[src/rtl/tmr_pkg.sv]
package tmr_pkg;

  // slot indices: one per process priority level
  localparam int SLOT_LO = 0;  // coarse timer
  localparam int SLOT_HI = 1;  // fine timer
  localparam int N_SLOTS = 2;

  // control -> datapath strobes
  typedef struct packed {
    logic [N_SLOTS-1:0] step;      // counter of slot p advances on this edge
    logic [N_SLOTS-1:0] loadDl;    // capture deadline into slot p
  } tmrStrobe_t;

endpackage

[src/rtl/tmr_ctrl.sv]
module tmr_ctrl
  import tmr_pkg::*;
#(
  parameter int CLK_PER_US = 20,
  parameter int COARSE_DIV = 64
) (
  input  logic               clk,
  input  logic               rstN,
  input  logic               armValid,
  input  logic               armPrio,
  input  logic [N_SLOTS-1:0] passedNext,
  output tmrStrobe_t         strobe,
  output logic [N_SLOTS-1:0] wake
);

  localparam int PRE_W = (CLK_PER_US > 1) ? $clog2(CLK_PER_US) : 1;
  localparam int DIV_W = (COARSE_DIV > 1) ? $clog2(COARSE_DIV) : 1;
  localparam logic [PRE_W-1:0] PRE_LAST = PRE_W'(CLK_PER_US - 1);
  localparam logic [DIV_W-1:0] DIV_LAST = DIV_W'(COARSE_DIV - 1);

  logic [PRE_W-1:0] preCnt;
  logic [DIV_W-1:0] divCnt;
  logic             fineTick;
  logic             coarseTick;
  logic [N_SLOTS-1:0] armed;

  // clock -> microsecond prescaler
  assign fineTick = (preCnt == PRE_LAST);

  always_ff @(posedge clk) begin
    if (!rstN)          preCnt <= '0;
    else if (fineTick)  preCnt <= '0;
    else                preCnt <= preCnt + 1'b1;
  end

  // microsecond -> coarse divider, stepped only on fine ticks
  assign coarseTick = fineTick && (divCnt == DIV_LAST);

  always_ff @(posedge clk) begin
    if (!rstN)            divCnt <= '0;
    else if (coarseTick)  divCnt <= '0;
    else if (fineTick)    divCnt <= divCnt + 1'b1;
  end

  assign strobe.step[SLOT_HI] = fineTick;
  assign strobe.step[SLOT_LO] = coarseTick;

  // per-priority deadline slots
  for (genvar p = 0; p < N_SLOTS; p++) begin : g_slot
    logic loadThis;
    assign loadThis          = armValid && (armPrio == 1'(p));
    assign strobe.loadDl[p]  = loadThis;

    always_ff @(posedge clk) begin
      if (!rstN) begin
        armed[p] <= 1'b0;
        wake[p]  <= 1'b0;
      end else if (loadThis) begin
        armed[p] <= 1'b1;
        wake[p]  <= 1'b0;
      end else if (strobe.step[p] && armed[p] && passedNext[p]) begin
        armed[p] <= 1'b0;
        wake[p]  <= 1'b1;
      end else begin
        wake[p]  <= 1'b0;
      end
    end

    // a wakeup lasts one cycle
    p_wake_pulse_r6 : assert property (@(posedge clk) disable iff (!rstN)
      wake[p] |=> !wake[p]);

    // a wakeup only comes from a slot that was armed
    p_wake_armed_r6 : assert property (@(posedge clk) disable iff (!rstN)
      $rose(wake[p]) |-> $past(armed[p]));
  end

  // a coarse step never happens without a fine step
  p_coarse_on_fine_r3 : assert property (@(posedge clk) disable iff (!rstN)
    coarseTick |-> fineTick);

endmodule

[src/rtl/tmr_dpath.sv]
module tmr_dpath
  import tmr_pkg::*;
#(
  parameter int W = 32
) (
  input  logic               clk,
  input  logic               rstN,
  input  tmrStrobe_t         strobe,
  input  logic [W-1:0]       armDeadline,
  input  logic               rdPrio,
  output logic [W-1:0]       rdValue,
  output logic [W-1:0]       fineCnt,
  output logic [W-1:0]       coarseCnt,
  output logic [N_SLOTS-1:0] passedNext
);

  logic [W-1:0] cnt [N_SLOTS];
  logic [W-1:0] dl  [N_SLOTS];

  for (genvar p = 0; p < N_SLOTS; p++) begin : g_slot
    logic [W-1:0] incVal;
    logic [W-1:0] diff;

    assign incVal = cnt[p] + 1'b1;
    // wrap-safe "after": signed (incVal - deadline) strictly positive
    assign diff          = incVal - dl[p];
    assign passedNext[p] = !diff[W-1] && (diff != '0);

    always_ff @(posedge clk) begin
      if (!rstN)                cnt[p] <= '0;
      else if (strobe.step[p])  cnt[p] <= incVal;
    end

    always_ff @(posedge clk) begin
      if (!rstN)                  dl[p] <= '0;
      else if (strobe.loadDl[p])  dl[p] <= armDeadline;
    end
  end

  assign fineCnt   = cnt[SLOT_HI];
  assign coarseCnt = cnt[SLOT_LO];
  assign rdValue   = rdPrio ? fineCnt : coarseCnt;

  // the fine count only ever steps by one
  p_fine_step_r2 : assert property (@(posedge clk) disable iff (!rstN)
    (fineCnt != $past(fineCnt)) |-> (fineCnt == $past(fineCnt) + 1'b1));

  // the coarse count only ever steps by one
  p_coarse_step_r3 : assert property (@(posedge clk) disable iff (!rstN)
    (coarseCnt != $past(coarseCnt)) |-> (coarseCnt == $past(coarseCnt) + 1'b1));

  // coarse steps are aligned with fine steps
  p_coarse_aligned_r3 : assert property (@(posedge clk) disable iff (!rstN)
    (coarseCnt != $past(coarseCnt)) |-> (fineCnt != $past(fineCnt)));

endmodule

[src/rtl/dual_rate_timer.sv]
module dual_rate_timer
  import tmr_pkg::*;
#(
  parameter int W          = 32,
  parameter int CLK_PER_US = 20,
  parameter int COARSE_DIV = 64
) (
  input  logic         clk,
  input  logic         rstN,
  input  logic         rdPrio,
  output logic [W-1:0] rdValue,
  input  logic         armValid,
  input  logic         armPrio,
  input  logic [W-1:0] armDeadline,
  output logic [1:0]   wake
);

  tmrStrobe_t         strobe;
  logic [N_SLOTS-1:0] passedNext;
  logic [W-1:0]       fineCnt;
  logic [W-1:0]       coarseCnt;

  tmr_ctrl #(
    .CLK_PER_US (CLK_PER_US),
    .COARSE_DIV (COARSE_DIV)
  ) ctrl_i (
    .clk        (clk),
    .rstN       (rstN),
    .armValid   (armValid),
    .armPrio    (armPrio),
    .passedNext (passedNext),
    .strobe     (strobe),
    .wake       (wake)
  );

  tmr_dpath #(
    .W (W)
  ) dpath_i (
    .clk         (clk),
    .rstN        (rstN),
    .strobe      (strobe),
    .armDeadline (armDeadline),
    .rdPrio      (rdPrio),
    .rdValue     (rdValue),
    .fineCnt     (fineCnt),
    .coarseCnt   (coarseCnt),
    .passedNext  (passedNext)
  );

  // a high-priority wakeup coincides with a fresh fine count
  p_wake_hi_step_r6 : assert property (@(posedge clk) disable iff (!rstN)
    wake[SLOT_HI] |-> (fineCnt != $past(fineCnt)));

  // a low-priority wakeup coincides with a fresh coarse count
  p_wake_lo_step_r5 : assert property (@(posedge clk) disable iff (!rstN)
    wake[SLOT_LO] |-> (coarseCnt != $past(coarseCnt)));

endmodule

[config.mk]
export PLATFORM = sky130hd
export DESIGN_NAME = dual_rate_timer
export DESIGN_NICKNAME = d
export VERILOG_FILES = /design/src/rtl/tmr_pkg.sv /design/src/rtl/tmr_ctrl.sv /design/src/rtl/tmr_dpath.sv /design/src/rtl/dual_rate_timer.sv
export SDC_FILE = /design/constraint.sdc
export NUM_CORES = 1
export LEC_CHECK = 0
export ABC_AREA = 1
export BUFFER_PORTS_ARGS = -buffer_cell sky130_fd_sc_hd__buf_2
export CORE_ASPECT_RATIO = 1.5
export CORE_MARGIN = 4
export CORE_UTILIZATION = 40
export DETAILED_ROUTE_END_ITERATION = 10
export PLACE_DENSITY = 0.67
export RECOVER_POWER = 50
export SLEW_MARGIN = 20
export SYNTH_ARGS = -nofsm -noshare
export SYNTH_HDL_FRONTEND = slang
export SYNTH_SLANG_ARGS = --single-unit
[constraint.sdc]
create_clock -name clk -period 4.5 [get_ports clk]
set_input_delay 0.45 -clock clk [delete_from_list [all_inputs] [get_ports clk]]
set_output_delay 0.45 -clock clk [all_outputs]
set_load 0.005 [all_outputs]
# ---- Word level (Yosys, flattened, before mapping)
# Memory sizes are Yosys's and may differ from the RTL's.
# Index checks and enable logic that the tools add are counted.
dict set report totals {
  reg_bits 15
  inputBits 37
  ram_bits 128
  wordCells 65
  memories 2
  output_inout_bits 34
}
dict set report classes {
  n_eq_ne 2
  add_sub_neg 6
  reduce_logical 19
  n_bitwise 6
  n_mux 24
}
# memory depth word_bits rd rd_ports_with_merged_regs wr line
set mem_list {}
lappend mem_list {dpath_i.cnt 2 32 2 0 2 tmr_dpath.sv:17} ;# logic [W-1:0] cnt [N_SLOTS];
lappend mem_list {dpath_i.dl 2 32 2 0 2 tmr_dpath.sv:18} ;# logic [W-1:0] dl [N_SLOTS];
# operator count
set ops {}
lappend ops {{two-way mux 32 bit} 5}
lappend ops {{adder 32 x 1 -> 32 bit, second input constant} 2}
lappend ops {{nonzero test 32 bit} 2}
lappend ops {{subtractor 32 bit} 2}
lappend ops {{two-way mux 1 bit} 19}
lappend ops {{logical AND 1 bit} 9}
lappend ops {{OR reduction 2 bit} 4}
lappend ops {{adder 6 x 1 -> 6 bit, second input constant} 1}
lappend ops {{equality test 6 bit, second input constant} 1}
lappend ops {{adder 5 x 1 -> 5 bit, second input constant} 1}
lappend ops {{equality test 5 bit, second input constant} 1}
lappend ops {{bitwise OR 1 bit} 4}
lappend ops {{nonzero test 2 bit} 2}
lappend ops {{logical NOT 1 bit} 2}
lappend ops {{inverter 1 bit} 2}

# ---- Depth between registers and ports, before layout
# Gate-level depths: netlist of run 1.
dict set report depth {
  ltp_word 7
  depth_mapped 31
  depth_no_buf 31
}

# ---- By module
# From an unflattened synthesis of run 1, not the netlist that was laid out.
dict set report unflattened {
  hier_cells 1973
  area_unflattened_um2 12659.6
}
# module instances cells_each area_per_inst_um2
set modules_own_cells {}
lappend modules_own_cells {tmr_dpath 1 1879 11931.4}
lappend modules_own_cells {tmr_ctrl 1 94 728.2}

# ---- Worst setup path after synthesis of run 1
# Ideal clock, no wire load.
dict set report synth_timing {
  path_type {reg2reg}
  startpoint {mem dpath_i.cnt[0][0]}
  endpoint {reg ctrl_i.wake[0]}
  path_slack_ns 1.093
  path_buffers 0
  path_stages_with_launch 27
  arrival_ns 3.250
  setup_ns 0.157
  t_required_ns 4.343
  path_cell_list {edfxtp_1 ha_1 nand3_2 nor3_4 nand3_2 nor2_2 nand2_1 nor4_2 inv_1 nor2_1 nand3_1 nand2_1 inv_1 ha_1 nand2_1 nor2_1 inv_1 nor3_1 o21ai_0 nand4_1 nand2_1 nor2_1 nand3_1 nor2_1 nand2_1 nand2_1 nor2_1}
}
# item line
set synth_rtl {}
lappend synth_rtl {{start, declared} tmr_dpath.sv:17}
lappend synth_rtl {{end signal, assigned by index} tmr_ctrl.sv:57} ;# wake[p] <= 1'b0;
lappend synth_rtl {{end signal, assigned by index} tmr_ctrl.sv:60} ;# wake[p] <= 1'b0;
lappend synth_rtl {{end signal, assigned by index} tmr_ctrl.sv:63} ;# wake[p] <= 1'b1;
lappend synth_rtl {{end, declared} tmr_ctrl.sv:13} ;# output logic [N_SLOTS-1:0] wake

==> results of run 1 <==
-- cell type report --
type / instances / area, sq um
fillers: 3286 / 16900
multi-input cells: 1361 / 6710
flip-flops and latches: 143 / 4140
inverters: 441 / 1660
clock buffers: 24 / 568
well taps: 405 / 507
repair buffers: 85 / 473
clock inverters: 8 / 85.1
-- sequential cells by signal, indices dropped and copies added (netlist names) --
name,cells
ctrl_i.armed,2
ctrl_i.wake,2
dpath_i.dl,64
ctrl_i.preCnt,5
ctrl_i.divCnt,6
dpath_i.cnt,64
-- stage by stage --
step / TNS (ps) / setup slack, ps / power, mW / cell area [sq um] / utilization (%)
detailed placement: 0 / 170 / 2.72 / 13400 / 43.3
floorplan: 0 / 1090 / 2.38 / 12500 / -
global placement: 0 / 223 / 2.71 / 13400 / 43.3
CTS: 0 / 119 / 4.23 / 14100 / 45.4
global route: -40.2 / -38.9 / 4.46 / 14100 / 45.6
finish: 0 / 241 / 4.23 / 14100 / 45.6
-- power groups by stage --
| stage | combinational (mW) | clock [mW] | sequential [mW] |
|---|---|---|---|
| finish | 1.14 | 1.52 | 1.57 |
| detailed placement | 1.12 | 0 | 1.60 |
| global route | 1.29 | 1.59 | 1.58 |
| global placement | 1.11 | 0 | 1.59 |
| CTS | 1.13 | 1.54 | 1.57 |
| floorplan | 0.793 | 0 | 1.58 |
-- routing by layer --
layer | GRT usage [%] | up-vias
met2 | 43.0 | 277
met1 | 23.1 | 5592
li1 | - | 6241
met3 | 2.08 | 90
met4 | 11.6 | 0
met5 | 0 | -
-- cells in the final DEF, fill, tap and decap left out, types with 2 or more instances in the layout --
master and count:
inv_2 5, a31oi_1 2, buf_2 68, a21oi_2 2, nand4_1 32, o21ai_1 4, nand3_1 105, clkbuf_1 5
nand3b_1 12, nor2_1 313, buf_4 12, nor3_1 28, edfxtp_1 128, o21ai_0 43, fa_1 2, or2_2 5
inv_1 436, nor2_4 3, nand4_2 2, nand2_2 6, nor2_2 8, nand2_1 585, xor2_1 42, nor3_4 3
nand3_2 4, clkinv_4 4, ha_1 66, nor3_2 3, a21oi_1 60, dfxtp_1 15, xnor2_1 2, nor4_1 11
clkbuf_16 22, and2_1 3, mux2_2 4
-- worst paths after layout --
path                     start           endpoint  slack [ps]  depth (start not counted)
max          dpath_i.cnt[1][5]    ctrl_i.armed[1]         240                         22
min            armDeadline[21]  dpath_i.dl[1][21]         340                          3
max reg2reg  dpath_i.cnt[1][5]    ctrl_i.armed[1]         240                         22
min reg2reg   ctrl_i.preCnt[0]   ctrl_i.preCnt[0]         450                          1
-- critical path, stage by stage (launching register included) --
cell	delay [ps]
edfxtp_1	410
inv_1	110
nor4_1	460
nand4_1	340
nor3_1	340
nand4_1	210
nor2_1	190
xor2_1	260
inv_1	80
ha_1	290
inv_1	60
nor3_1	160
inv_1	80
nor2_1	130
nor2_1	50
o21ai_0	130
a21oi_1	160
buf_4	180
xor2_1	150
nor2_1	110
nand2_1	80
nand2_1	70
nand2_1	40
-- cells by family after synthesis --
group                    share of synthesized area [%]
adder cells (fa/ha/maj)                           6.90
multiplexers                                     0.359
AND/OR/NAND/NOR                                   37.8
flip-flops                                        33.0
AO/OA/AOI/OAI                                     4.74
XOR/XNOR                                          3.38
buffers and inverters                             13.8
-- repair_timing --
action / 4_1_cts / 5_1_grt
buffers inserted: 0 / 0
endpoints found under the hold margin: 0 / 0
endpoints found under the setup margin: 0 / 4
gates resized for setup: 0 / 8
==> results.txt, run 1 <==
----------------------------------------------------
[Status]
  Outcome ... finished, violations left
  Failing checks ... max-capacitance violations, max-slew violations

[Placement]
  Placed Cells ... 2434
  Routability congestion estimate ... 0.972
  Final HPWL DP ... 31500 um
  Count of input and output buffers ... 70

[Route]
  Met1 WL ... 14400 um
  Residual DRC ... 0
  Vias per cell ... 4.95
  Routed wire length ... 38100 um
  Detail Route met2 WL ... 20600 um
  DR WL/cell ... 15.4 um
  Highest metal used ... met4
  Met3 WL ... 1150 um
  DRC marker count from the first detailed-route iteration ... 827
  Post-detailed-route count of antenna-violating nets ... 0
  Number of optimization iterations in the first detailed-route pass ... 8
  Via Count ... 12200

[STA]
  Pin slew with the least headroom to its limit ... 2050 ps
  Final number of setup-violating endpoints ... 0
  Min Tclk post-route ... 4260 ps
  Hold Violations, Final ... 0
  Final hold slack ... 337 ps
  Period utilization ... 94.6%
  Number of max-slew violations in the final report ... 71
  Clock skew after layout ... 14.1 ps
  Peak Freq ... 235 MHz
  RSZ-0062 raised after global routing ... true
  Max-Slew Margin vs Limit ... -36.4%

[Clocking]
  Number of buffers between clock root and the deepest sink ... 2
  Worst skew pair latency ... 440 ps
  Clock-pin slew on the worst setup and hold paths ... 60 ps
  Hold buffer count at CTS ... 0
  Deepest level of the CTS H-tree ... 4
  TritonCTS sink count ... 143
  Cts bufs inserted ... 17
  Clock root buffer master ... clkbuf_16
  Clock tree from TritonCTS ... built

[Pwr]
  Total internal power ... 2.84 mW
  Part of the power in combinational logic ... 26.9%
  Seq pwr share ... 37.2%
  Clock network power share ... 35.9%
  Switching share of power ... 33.0%
  Total net switching power ... 1.39 mW
  Power density cells ... 299 nW/um^2
  Worst VDD drop ... 258 uV
  Static Leakage ... 7.40 nW

[Die]
  Width of the die ... 153 um
  Initial standard-cell utilization of the core ... 40.4%
  Chip height ... 225 um
  Ports placed on the boundary ... 71
  Core region area ... 31000 sq um
  Floorplan die area ... 34300 sq um
  FP Rows ... 79

[Global route]
  Number of global-route vias before repair ... 12190
  Overflow left after global routing ... 0
  Pin count of the biggest net entering global routing ... 61
  Wire length of the first global-routing pass ... 60000 um
  Total GRT Usage ... 22.0%
  Number of antenna violations at the first check in global routing ... 0

[Synthesis]
  Count of flip-flops with a built-in enable after synthesis ... 128
  Area contributors post-synth ... edfxtp_1, nand2_1, inv_1
  Mean Syn Cell Area ... 6.38 sq um
  Top cell type's share of synthesized area ... 30.6%
  Synthesized net count ... 2070
  Synth unique cells ... 41
  Gate count of the mapped netlist ... 1965
  Fraction of registers with async set or reset after synthesis ... 0%
  Primary flip-flop cell chosen by synthesis mapping ... edfxtp_1
  Synth warn ... 0
  Most repeated cell in the gate-level netlist after synthesis ... nand2_1
  Synthesis-stage register bit count ... 143
  Post-synthesis sequential area ratio ... 33.0%
  Cell Area, Synth ... 12500 sq um
  Most used standard cells in the synthesized netlist ... nand2_1, inv_1, nor2_1, edfxtp_1, nand3_1
  Cell taking the most area after synthesis ... edfxtp_1

[Finish]
  Proportion of layout cells with a drive suffix above 1 ... 7.81%
  Fin nets ... 2154
  Final non-filler cell total ... 2467
  Final antenna diode count ... 0
  Area growth, synth to finish ... 12.7%

[Flow run]
  Max cap viols ... 2

[Setup path]
  Arrival time at the worst endpoint ... 4530 ps
  Crit path max fanout ... 4
  Endpoint type of the worst setup path ... flop
  Critical setup path kind ... reg -> reg
  Kind of start point of the critical path ... flop
  Required arrival time at the worst endpoint ... 4770 ps

[Worst hold path]
  Worst min-delay path category ... in -> reg

----------------------------------------------------
No activity file was read; power rests on OpenSTA's default activity.
==> inputs of run 2 (changes only) <==
--- a/config.mk
+++ b/config.mk
@@ -7,7 +7,7 @@
 export LEC_CHECK = 0
 export ABC_AREA = 1
 export BUFFER_PORTS_ARGS = -buffer_cell sky130_fd_sc_hd__buf_2
-export CORE_ASPECT_RATIO = 1.5
+export CORE_ASPECT_RATIO = 0.5
 export CORE_MARGIN = 4
 export CORE_UTILIZATION = 40
 export DETAILED_ROUTE_END_ITERATION = 10
==> run 2 against run 1 <==
Effect of this change:
- the run still ends with max-capacitance violations, max-slew violations left
- total power down 1.6%
- clock power down 3%
- first-iteration DRC count up 47%
- critical path depth up 6
- setup slack better by 79 ps
- clock skew down 4.6 ps
- largest power group unchanged
==> results.txt, run 2 (same netlist as run 1, synthesis figures left out) <==
----------------------------------------------------
[Clocking]
  Deepest level of the CTS H-tree ... 4 (unchanged)
  Clock tree from TritonCTS ... built
  Cts bufs inserted ... 17 (unchanged)
  TritonCTS sink count ... 143 (unchanged)
  Clock-pin slew on the worst setup and hold paths ... 70 ps (about the same)
  Clock root buffer master ... clkbuf_16
  Hold buffer count at CTS ... 0 (unchanged)
  Number of buffers between clock root and the deepest sink ... 2 (unchanged)
  Worst skew pair latency ... 430 ps (about the same)

[Flow run]
  Max cap viols ... 4 (+2)

[STA]
  Clock skew after layout ... 9.46 ps (-4.63 ps)
  Number of max-slew violations in the final report ... 100 (+41%)
  Period utilization ... 92.9% (-1.8 points)
  Final sum of negative setup slack ... 0 ps (unchanged)
  Peak Freq ... 239 MHz (+1.9%)
  Hold Violations, Final ... 0 (unchanged)
  Final number of setup-violating endpoints ... 0 (unchanged)
  Min Tclk post-route ... 4180 ps (-78.9 ps)
  Pin slew with the least headroom to its limit ... 1830 ps (-212 ps)
  Max-Slew Margin vs Limit ... -22.3% (+14 points)

[Worst hold path]
  HP Start ... armDeadline[6]
  Depth of the worst hold-timing path ... 3 (unchanged)
  Worst min-delay path category ... in -> reg

[Route]
  Residual DRC ... 0 (unchanged)
  DR WL/cell ... 14.2 um (-7.8%)
  Number of optimization iterations in the first detailed-route pass ... 5 (-3)
  Via Count ... 12071 (-1.1%)
  Post-detailed-route count of antenna-violating nets ... 0 (unchanged)
  DRC marker count from the first detailed-route iteration ... 1214 (+47%)
  Routed wire length ... 35300 um (-7.3%)
  Vias per cell ... 4.87 (-1.6%)

[Placement]
  Routability congestion estimate ... 0.961 (-1.1%)
  Count of input and output buffers ... 70 (unchanged)
  Cell area after placement ... 13400 sq um (-0.24%)
  Final HPWL DP ... 28300 um (-10%)

[Finish]
  Cell area after layout ... 14100 sq um (-0.51%)
  Proportion of layout cells with a drive suffix above 1 ... 7.48% (-0.32 points)
  Area of the multi-input gates ... 6700 sq um (-0.13%)
  Area growth, synth to finish ... 12.2%
  Sequential cell area ... 4140 sq um (unchanged)
  Final antenna diode count ... 0 (unchanged)
  Biggest registers after layout ... dpath_i.cnt x64, dpath_i.dl x64, ctrl_i.divCnt x6
  Highest-count cells in the layout ignoring fill and taps ... nand2_1, inv_1, nor2_1, edfxtp_1, nand3_1
  Commonest non-fill, non-tap cell in the layout ... nand2_1
  Fin util ... 45.9% (+0.37 points)
  Fin nets ... 2150 (-0.19%)
  Count of fill cells added during filler insertion ... 3183 (-3.1%)

[Setup path]
  Crit path max fanout ... 5 (+1)
  Arrival time at the worst endpoint ... 4530 ps (about the same)
  Kind of start point of the critical path ... flop
  Required arrival time at the worst endpoint ... 4860 ps (+90 ps)
  Endpoint type of the worst setup path ... flop
  Worst R2R Path Depth ... 28 (+27%)
  Max stage delay cell, worst path ... ha_2
  Critical path startpoint ... dpath_i.cnt[0][0]
  Slowest Stage Delay on Critical Path ... 410 ps (-50 ps)
  Critical setup path kind ... reg -> reg
  Most frequent CP cell ... nand2_1
  Reg-to-reg startpoint ... dpath_i.cnt[0][0]

[Die]
  Width of the die ... 258 um (+69%)
  Ports placed on the boundary ... 71 (unchanged)
  Chip height ... 133 um (-41%)
  FP Rows ... 45 (-43%)
  Core region area ... 30600 sq um (-1.3%)
  Floorplan die area ... 34400 sq um (+0.33%)
  Initial standard-cell utilization of the core ... 40.9% (+0.54 points)

[Pwr]
  Static Leakage ... 7.33 nW (-0.86%)
  Power density cells ... 296 nW/um^2 (-1.1%)
  Worst VDD drop ... 239 uV (-7.3%)
  Post-layout total power ... 4.16 mW (-1.6%)

[Global route]
  Total GRT Usage ... 20.4% (-1.6 points)
  Number of global-route vias before repair ... 11078 (-9.1%)
  Wire length of the first global-routing pass ... 56500 um (-5.7%)
  Number of antenna violations at the first check in global routing ... 0 (unchanged)
  Pin count of the biggest net entering global routing ... 61 (unchanged)
  Overflow left after global routing ... 0 (unchanged)

[Status]
  Outcome ... finished, violations left
  Failing checks ... max-capacitance violations, max-slew violations

----------------------------------------------------
run 2: where the power goes:
part,internal (mW),leakage (nW),switching [mW]
Sequential,1.53,1.41,0.0520
Clock,0.882,0.292,0.603
Combinational,0.358,5.64,0.739
Total,2.77,7.33,1.39
run 2: final cells by class:
type                    count  share of cell area [%]
inverters                 441                    11.8
flip-flops and latches    143                    29.5
clock buffers              18                    3.05
repair buffers             81                    3.07
multi-input cells        1361                    47.6
clock inverters            14                    1.28
well taps                 423                    3.76
run 2: timing repair:
item                       4_1_cts  5_1_grt
resized for setup                0        4
setup endpoints to repair        0        2
setup buffers                    0        4
run 2: critical path, delay by kind of cell, from the launching register on:
family,cells,cell delay [ps]
xor+xnor,1,230
fa+ha+maj,2,630
buf+inv,3,250
flops,1,400
simple gates,22,2580
run 2: path summary, 6_finish.rpt:
path | slack (ps) | end
setup / recovery | 320 | ctrl_i.armed[0]
hold / removal | 340 | dpath_i.dl[1][6]
hold reg to reg | 460 | ctrl_i.preCnt[0]
setup reg to reg | 320 | ctrl_i.armed[0]
run 2: layer usage:
layer	global-route usage [%]	wire, um	vias to the layer above
met2	31.5	15000	355
met4	6.05	946	0
met1	30.0	17400	5440
met5	0	0	-
met3	2.41	1970	58
li1	-	-	6218
run 2: metrics by stage:
stage | cells | hold slack, ps | setup slack (ps)
global placement | 2444 | 433 | 397
finish | 2481 | 338 | 320
detailed placement | 2444 | 447 | 317
global route | 2481 | 321 | -2.09
CTS | 2476 | 325 | 284
floorplan | 1965 | 418 | 1090
